[config.mk]
export PLATFORM = sky130hd
export DESIGN_NAME = clksel_ctrl
export DESIGN_NICKNAME = d
export VERILOG_FILES = /design/src/rtl/clksel_pkg.sv /design/src/rtl/clksel_unlock.sv /design/src/rtl/clksel_switch.sv /design/src/rtl/clksel_ctrl.sv
export SDC_FILE = /design/constraint.sdc
export NUM_CORES = 1
export LEC_CHECK = 0
export CAP_MARGIN = 20
export CORE_MARGIN = 3
export CORE_UTILIZATION = 32
export DETAILED_ROUTE_END_ITERATION = 12
export GPL_ROUTABILITY_DRIVEN = 0
export PLACE_DENSITY_LB_ADDON = 0.1
export SLEW_MARGIN = 20
export SYNTH_ARGS = -nofsm -noshare
export SYNTH_HDL_FRONTEND = slang
export SYNTH_HIERARCHICAL = 1
export SYNTH_SLANG_ARGS = --single-unit
export TNS_END_PERCENT = 30
[constraint.sdc]
create_clock -name clk -period 1.6 [get_ports clk]
set_input_delay 0.24 -clock clk [delete_from_list [all_inputs] [get_ports clk]]
set_output_delay 0.24 -clock clk [all_outputs]
set_load 0.02 [all_outputs]
[src/rtl/clksel_pkg.sv]
`timescale 1ns/1ps
package clksel_pkg;
  localparam int SRC_W    = 3;
  localparam int REG_W    = 16;
  localparam int CUR_LO   = 12;
  localparam int REQ_LO   = 8;
  localparam int LOCK_BIT = 7;
  localparam int PLL_BIT  = 5;
  localparam int FAIL_BIT = 3;
  localparam int LPO_BIT  = 1;
  localparam int SWEN_BIT = 0;

  typedef enum logic [SRC_W-1:0] {
    SRC_FRC       = 3'd0,
    SRC_FRC_PLL   = 3'd1,
    SRC_PRI       = 3'd2,
    SRC_PRI_PLL   = 3'd3,
    SRC_SEC       = 3'd4,
    SRC_LPRC      = 3'd5,
    SRC_FRC_DIV16 = 3'd6,
    SRC_FRC_DIVN  = 3'd7
  } clk_src_e;

  // true when moving between the two PLL-fed sources
  function automatic logic pll_hop(input logic [SRC_W-1:0] from_s,
                                   input logic [SRC_W-1:0] to_s);
    return ((from_s == SRC_FRC_PLL) && (to_s == SRC_PRI_PLL)) ||
           ((from_s == SRC_PRI_PLL) && (to_s == SRC_FRC_PLL));
  endfunction
endpackage

[src/rtl/clksel_unlock.sv]
`timescale 1ns/1ps
module clksel_unlock #(
  parameter int               KEY_W      = 8,
  parameter logic [KEY_W-1:0] KEY_A      = 8'h46,
  parameter logic [KEY_W-1:0] KEY_B      = 8'h57,
  parameter int               WIN_CYCLES = 4
) (
  input  logic             clk,
  input  logic             rst,
  input  logic             key_wr,
  input  logic [KEY_W-1:0] key_data,
  input  logic             consume,
  output logic             open
);
  localparam int CNT_W = $clog2(WIN_CYCLES + 1);

  logic             armed;
  logic [CNT_W-1:0] win_cnt;

  always_ff @(posedge clk) begin
    if (rst) begin
      armed   <= 1'b0;
      win_cnt <= '0;
    end else begin
      if (consume)
        win_cnt <= '0;
      else if (win_cnt != '0)
        win_cnt <= win_cnt - 1'b1;
      if (key_wr) begin
        if (armed && (key_data == KEY_B)) begin
          win_cnt <= CNT_W'(WIN_CYCLES);
          armed   <= 1'b0;
        end else begin
          armed <= (key_data == KEY_A);
        end
      end
    end
  end

  assign open = (win_cnt != '0);
endmodule

[src/rtl/clksel_switch.sv]
`timescale 1ns/1ps
module clksel_switch
  import clksel_pkg::*;
(
  input  logic             clk,
  input  logic             rst,
  input  logic [SRC_W-1:0] cfg_src,
  input  logic [SRC_W-1:0] req_src,
  input  logic             start,
  input  logic             sw_done,
  output logic [SRC_W-1:0] cur_src,
  output logic             busy,
  output logic             illegal
);
  logic hop;
  assign hop = busy && pll_hop(cur_src, req_src);

  always_ff @(posedge clk) begin
    if (rst) begin
      cur_src <= cfg_src;
      busy    <= 1'b0;
      illegal <= 1'b0;
    end else begin
      illegal <= hop;
      if (hop) begin
        busy <= 1'b0;
      end else if (busy && sw_done) begin
        cur_src <= req_src;
        busy    <= 1'b0;
      end else if (start && !busy) begin
        busy <= 1'b1;
      end
    end
  end
endmodule

[src/rtl/clksel_ctrl.sv]
`timescale 1ns/1ps
module clksel_ctrl
  import clksel_pkg::*;
#(
  parameter int               KEY_W      = 8,
  parameter logic [KEY_W-1:0] KEY_A      = 8'h46,
  parameter logic [KEY_W-1:0] KEY_B      = 8'h57,
  parameter int               WIN_CYCLES = 4
) (
  input  logic             clk,
  input  logic             rst,
  input  logic [2:0]       cfg_src,
  input  logic             cfg_lock_en,
  input  logic             key_wr,
  input  logic [KEY_W-1:0] key_data,
  input  logic             reg_wr,
  input  logic [15:0]      reg_wdata,
  output logic [15:0]      reg_rdata,
  input  logic             pll_locked,
  input  logic             fail_det,
  input  logic             sw_done,
  output logic             sw_req,
  output logic [2:0]       sw_target,
  output logic             illegal_sw
);
  logic             win_open, accept, frozen, start;
  logic [SRC_W-1:0] req_q, cur_src;
  logic             lock_q, fail_q, lpo_q;
  logic             unused_wbits;

  assign accept = reg_wr && win_open;
  assign frozen = lock_q && cfg_lock_en;
  assign start  = accept && !frozen && reg_wdata[SWEN_BIT];
  assign unused_wbits = ^{reg_wdata[15], reg_wdata[14:12], reg_wdata[11],
                          reg_wdata[6:4], reg_wdata[2]};

  clksel_unlock #(
    .KEY_W(KEY_W), .KEY_A(KEY_A), .KEY_B(KEY_B), .WIN_CYCLES(WIN_CYCLES)
  ) u_unlock (
    .clk(clk), .rst(rst), .key_wr(key_wr), .key_data(key_data),
    .consume(accept), .open(win_open)
  );

  clksel_switch u_switch (
    .clk(clk), .rst(rst), .cfg_src(cfg_src), .req_src(req_q),
    .start(start), .sw_done(sw_done), .cur_src(cur_src),
    .busy(sw_req), .illegal(illegal_sw)
  );

  always_ff @(posedge clk) begin
    if (rst) begin
      req_q  <= cfg_src;
      lock_q <= 1'b0;
      fail_q <= 1'b0;
      lpo_q  <= 1'b0;
    end else begin
      if (accept && !frozen) begin
        req_q  <= reg_wdata[REQ_LO +: SRC_W];
        lock_q <= reg_wdata[LOCK_BIT];
      end
      if (accept)
        lpo_q <= reg_wdata[LPO_BIT];
      if (fail_det)
        fail_q <= 1'b1;
      else if (accept && !reg_wdata[FAIL_BIT])
        fail_q <= 1'b0;
    end
  end

  assign sw_target = req_q;

  always_comb begin
    reg_rdata                     = '0;
    reg_rdata[CUR_LO +: SRC_W]    = cur_src;
    reg_rdata[REQ_LO +: SRC_W]    = req_q;
    reg_rdata[LOCK_BIT]           = lock_q;
    reg_rdata[PLL_BIT]            = pll_locked;
    reg_rdata[FAIL_BIT]           = fail_q;
    reg_rdata[LPO_BIT]            = lpo_q;
    reg_rdata[SWEN_BIT]           = sw_req;
  end
endmodule

# Word level (Yosys, flattened, before mapping)
# Cells that the tools add are included.
dict set report word_totals {
  reg_bits 15
  inputBits 35
}
dict set report op_classes {
  mux 12
  reduce_logical 21
  eq_ne 7
  n_addsub 1
}
# cell count
set op_table {}
lappend op_table {{two-way mux 3 bit} 9}
lappend op_table {{== test 8 x 7 -> 1 bit, second input constant} 2}
lappend op_table {{logical AND 1 bit} 11}
lappend op_table {{== test 3 x 1 -> 1 bit, second input constant} 2}
lappend op_table {{== test 3 x 2 -> 1 bit, second input constant} 2}
lappend op_table {{nonzero test 2 bit} 3}
lappend op_table {{zero test 1 bit} 3}
lappend op_table {{two-way mux 1 bit} 3}
lappend op_table {{nonzero test 3 bit} 1}
lappend op_table {{OR reduction 3 bit} 1}
lappend op_table {{subtractor 3 x 1 -> 3 bit, second input constant} 1}
lappend op_table {{inequality test 2 bit, second input constant} 1}
lappend op_table {{AND reduction 2 bit} 1}
lappend op_table {{logical OR 1 bit} 1}

# Logic depth before layout (Yosys ltp)
dict set report logic_depth {
  depth_word 6
  mapped_depth 8
  ltp_nobuf 7
}

# By module
# The synthesis kept the hierarchy.
# mod cells_each n_inst area_each_um2
set by_module_without_submodules {}
lappend by_module_without_submodules {clksel_ctrl 39 1 399.1}
lappend by_module_without_submodules {clksel_unlock 26 1 239.0}
lappend by_module_without_submodules {clksel_switch 17 1 234.0}

# Worst setup path before layout
# Ideal clock, no wire load.
dict set report synth_timing {
  kind {register to register}
  start {register u_unlock.win_cnt[0]}
  end {register u_unlock.win_cnt[1]}
  slack_ns 0.026
  path_stages_with_launch 8
  n_path_buf 1
  period_less_slack_ns 1.574
  t_arrival_ns 1.459
  setup_ns 0.114
  cell_sequence {dfxtp_1 inv_1 ha_1 nand2b_1 and2_4 buf_6 or2_2 a2111oi_0}
}
dict set report synth_between {
  elab_chain_cells 5
  word_cells_on_any_way 7
  cone_classes {add/sub (1); mux (4); reduce/logical (2)}
}
# element line
set synth_lines {}
lappend synth_lines {{start, declared} clksel_unlock.sv:18} ;# logic [CNT_W-1:0] win_cnt;
lappend synth_lines {{start signal, assigned} clksel_unlock.sv:28} ;# win_cnt <= win_cnt - 1'b1;
lappend synth_lines {{start signal, assigned} clksel_unlock.sv:31} ;# win_cnt <= CNT_W'(WIN_CYCLES);
lappend synth_lines {{nonzero test 3 bit *} clksel_unlock.sv:40} ;# assign open = (win_cnt != '0);
lappend synth_lines {{via win_open} clksel_ctrl.sv:26} ;# logic win_open, accept, frozen, start;
lappend synth_lines {{logical AND 1 bit *} clksel_ctrl.sv:31} ;# assign accept = reg_wr && win_open;
lappend synth_lines {{via accept} clksel_ctrl.sv:26}
lappend synth_lines {{two-way mux 3 bit *} clksel_unlock.sv:25} ;# if (consume)
lappend synth_lines {{two-way mux 3 bit} clksel_unlock.sv:30} ;# if (armed && (key_data == KEY_B)) begin
lappend synth_lines {{two-way mux 3 bit *} clksel_unlock.sv:29} ;# if (key_wr) begin
# The timed path passes the listed nets; every way through them passes the cells marked *.
# A chain may end at the register's enable or synchronous reset.

# Worst setup path in the final report
dict set report layout_timing {
  start {register req_q[2] (netlist: sw_target[2])}
  end {output port reg_rdata[10]}
}
# element line
set layout_rtl {}
lappend layout_rtl {{start, declared} clksel_ctrl.sv:27} ;# logic [SRC_W-1:0] req_q, cur_src;
lappend layout_rtl {{start signal, assigned} clksel_ctrl.sv:52} ;# req_q <= cfg_src;
lappend layout_rtl {{start signal, assigned} clksel_ctrl.sv:58} ;# req_q <= reg_wdata[REQ_LO +: SRC_W];
lappend layout_rtl {{end, declared} clksel_ctrl.sv:18} ;# output logic [15:0] reg_rdata,
# No word-level cell between the ends.

==> flow_metrics.env <==
export IMPL_synth_yosys_warnings=6
export IMPL_reg2reg_depth=6
export IMPL_critPathArrivalTime_ns=1.31
export IMPL_wire_per_inst_um=11.89
export IMPL_finish_net_count=154
export IMPL_timing_reg2reg_setup_slack_ns=0.13
export IMPL_clockPowerShare_pct=15.8
export IMPL_finalCritPeriodShare_pct=96.60
export IMPL_dp_hpwl_um=1402
export IMPL_grt_overflow=0
export IMPL_rsz0062_at_grt="no"
export IMPL_placed_area_um2=1231
export IMPL_timing_setup_tns_ns=0
export IMPL_whs_endpoint="u_unlock/armed$_SDFFE_PP0P_"
export IMPL_power_internal_uw=901.1
export IMPL_syn_inst=82
export IMPL_wirelength_um=1736
export IMPL_power_switching_share_pct=33.62
export IMPL_ant_nets=0
export IMPL_clock_fmax_ghz=0.6470
export IMPL_power_density_cell_area_nw_per_um2=1061
export IMPL_cp_buffers_inverters=1
export IMPL_cts_tree="done"
export IMPL_first_pass_iters=3
export IMPL_n_fill_cell=246
export IMPL_placement_stage_worst_setup_slack_ns=-0.09361
export IMPL_number_of_synthesized_flops_with_an_enable_pin=6
export IMPL_yosysSeqAreaShare_pct=41.32
export IMPL_total_power_mw=1.358
export IMPL_placementRows=18
export IMPL_antenna_found_initial=0
export IMPL_critical_path_endpoint_type="output port"
export IMPL_criticalPathCategory="reg2out"
export IMPL_post_route_min_period_ns=1.546
export IMPL_vias_in_the_first_global_route=687
export IMPL_timing_max_transition_violations_final=0
export IMPL_postLayoutCellArea_um2=1280
export IMPL_overall_die_area_um2=3388
export IMPL_floorplan_die_width_um=58.21
export IMPL_worst_setup_path_start_kind="flip-flop"
export IMPL_run_status="finished clean"
export IMPL_worst_clock_skew_ns=0.002807
export IMPL_final_non_filler_cell_total=146
export IMPL_finalHoldViolations=0
export IMPL_synthesis_area_um2=872.1
export IMPL_worst_hold_startpoint="u_unlock/armed$_SDFFE_PP0P_"
export IMPL_max_clock_path_buffers=2
export IMPL_drtIter0Drc=12
export IMPL_insertion_delay_ns=0.28
export IMPL_asyncSetResetFlopFracSynth_pct=0
export IMPL_clk_pin_slew_worst_paths_ns=0.09
export IMPL_hold_path_cell_count=2
export IMPL_initial_utilization_pct=34.27
export IMPL_grt_max_degree=20
export IMPL_final_layout_size_suffix_gt1_share_pct=20.69
export IMPL_worst_ep_required_time_ns=1.36
export IMPL_seq_power_share_pct=38.5
export IMPL_rr_startpoint="u_unlock/win_cnt[0]$_SDFF_PP0_"
export IMPL_power_switching_uw=456.5
export IMPL_wire_length_of_the_first_global_routing_pass_um=2870
export IMPL_fp_coreArea_um2=2545
export IMPL_synthDistinctLibCells=36
export IMPL_setup_violations_final=0
export IMPL_boundaryPins=56
export IMPL_cts_sink_count=15
export IMPL_cp_cell_sequence="clkdlybuf4s50_1"
export IMPL_post_synthesis_register_bit_count=15
export IMPL_grt_use_total_pct=10.97
export IMPL_io_buffers=39
export IMPL_drc_errors_left=0
export IMPL_synthesis_area_per_instance_um2=10.64
export IMPL_dieHeight_um=58.21
export IMPL_detail_routed_via_count_per_cell=4.623
export IMPL_numCtsBuffers=3
export IMPL_worstHoldPathType="reg2reg"
export IMPL_max_stage_delay_ns=0.62
export IMPL_root_buffer="clkbuf_4"
export IMPL_cts_max_level=1
export IMPL_n_antenna_cell=0
export IMPL_power_static_leakage_nw=0.5644
export IMPL_worstPathMaxFanout=4
export IMPL_setup_ws_ns=0.05436
export IMPL_cts_hold_buf=0
export IMPL_syn_to_final_growth_pct=46.77
export IMPL_main_flop_type_after_synthesis="dfxtp_1"
export IMPL_r2r_end="u_unlock/win_cnt[1]$_SDFF_PP0_"
export IMPL_comb_power_share_pct=45.7
export IMPL_crit_slowest_cell="clkdlybuf4s50_1"
export IMPL_num_vias=675
export IMPL_dp_cells=142
export IMPL_cpLargestDelayFamily="buffers and inverters"
export IMPL_power_ir_vdd_worst_v=0.0009268
export IMPL_max_cap_violations=0
routing by layer:
| layer | GRT usage [%] | routed length (µm) | vias up | share of wire (%) |
|---|---|---|---|---|
| li1 | - | - | 342 | - |
| met1 | 11.84 | 726 | 307 | 42 |
| met3 | 4.009 | 136 | 2 | 7.8 |
| met5 | 0 | 0 | - | 0 |
| met2 | 19.52 | 858 | 24 | 49 |
| met4 | 3.974 | 15 | 0 | 0.86 |
repair_timing:
item	CTS	global route
setup endpoints to repair	1	7
buffers inserted	0	0
resized for setup	1	7
cells in the mapped netlist, types with 2 or more instances:
cell type	number	area [µm²]
dfxtp_1	9	180.2
inv_1	3	11.26
edfxtp_1	6	180.2
and4bb_2	2	25.02
nand2_1	4	15.01
a21o_2	2	17.52
buf_2	2	10.01
nand3_1	2	10.01
nor3b_1	3	22.52
mux2_2	6	67.56
nor2_1	5	18.77
ha_1	2	25.02
buf_4	13	97.59
worst max path at each step:
stage                                      to  cells past startpoint                           start
2_1_floorplan  u_unlock/win_cnt[1]$_SDFF_PP0_                      7  u_unlock/win_cnt[0]$_SDFF_PP0_
3_3_place_gp   u_unlock/win_cnt[2]$_SDFF_PP0_                      4                     key_data[7]
3_5_place_dp   u_unlock/win_cnt[1]$_SDFF_PP0_                      4                     key_data[7]
4_1_cts                          reg_rdata[9]                      1          sw_target[1]$_DFFE_PP_
5_1_grt                         reg_rdata[10]                      1          sw_target[2]$_DFFE_PP_
6_report                        reg_rdata[10]                      1          sw_target[2]$_DFFE_PP_
tightest hold or removal path, stage by stage (launching register included):
cell     delay (ns)
dfxtp_1        0.33
nand2_1        0.05
o41ai_1        0.05
placed cells by master, fill, tap and decap left out, types with 2 or more instances in the layout:
cell / count
a21o_2: 2
and4bb_2: 2
buf_4: 2
clkbuf_4: 3
clkdlybuf4s50_1: 33
conb_1: 5
dfxtp_1: 9
dlymetal6s2s_1: 6
edfxtp_1: 6
ha_1: 2
inv_1: 3
mux2_2: 6
nand2_1: 4
nand3_1: 2
nor2_1: 5
nor3b_1: 3
layout make-up:
cell class / instances / area [µm²] / share of cell area, %
Inverter: 3 / 11.26 / 0.8798
Clock buffer: 3 / 22.52 / 1.760
Sequential cell: 15 / 360.3 / 28.15
Timing Repair Buffer: 42 / 440.4 / 34.41
Multi-Input combinational cell: 52 / 402.9 / 31.48
Clock inverter: 1 / 5.005 / 0.3910
Tap cell: 30 / 37.54 / 2.933
state kept, by name, indices dropped and copies added (netlist names):
register / cells
lpo_q: 1
sw_target: 3
lock_q: 1
u_switch/illegal: 1
u_switch/cur_src: 3
u_unlock/win_cnt: 3
u_unlock/armed: 1
fail_q: 1
u_switch/busy: 1
power by group through the flow:
stage	combinational, mW	sequential [mW]	clock, mW
2_1_floorplan	0.384	0.560	0
3_3_place_gp	0.589	0.531	0
3_5_place_dp	0.607	0.533	0
4_1_cts	0.613	0.524	0.229
5_1_grt	0.683	0.536	0.241
6_report	0.620	0.523	0.215
stage by stage:
| step | utilization (%) | hold WS [ns] |
|---|---|---|
| final | 50.30 | 0.4714 |
| after global routing | 50.30 | 0.4801 |
| after CTS | 49.51 | 0.4738 |
| after detailed placement | 48.38 | 0.4602 |
| after global placement | 48.38 | 0.4456 |
| after floorplan | - | 0.3388 |
cell families (layout without fill, tap and decap cells):
| logic type | count (synthesis) | after routing | synth area share [%] |
|---|---|---|---|
| xor gates and xnor gates | 2 | 2 | 2.009 |
| and+or+nand+nor | 26 | 26 | 19.08 |
| adders and majority gates | 2 | 2 | 2.869 |
| AOI/OAI and AO/OA | 10 | 10 | 10.47 |
| other | 1 | 5 | 0.4300 |
| DFF | 15 | 15 | 41.32 |
| buffers and inverters | 19 | 49 | 14.92 |
| muxes | 7 | 7 | 8.895 |
Note: power is estimated with default switching activity, not from simulation.
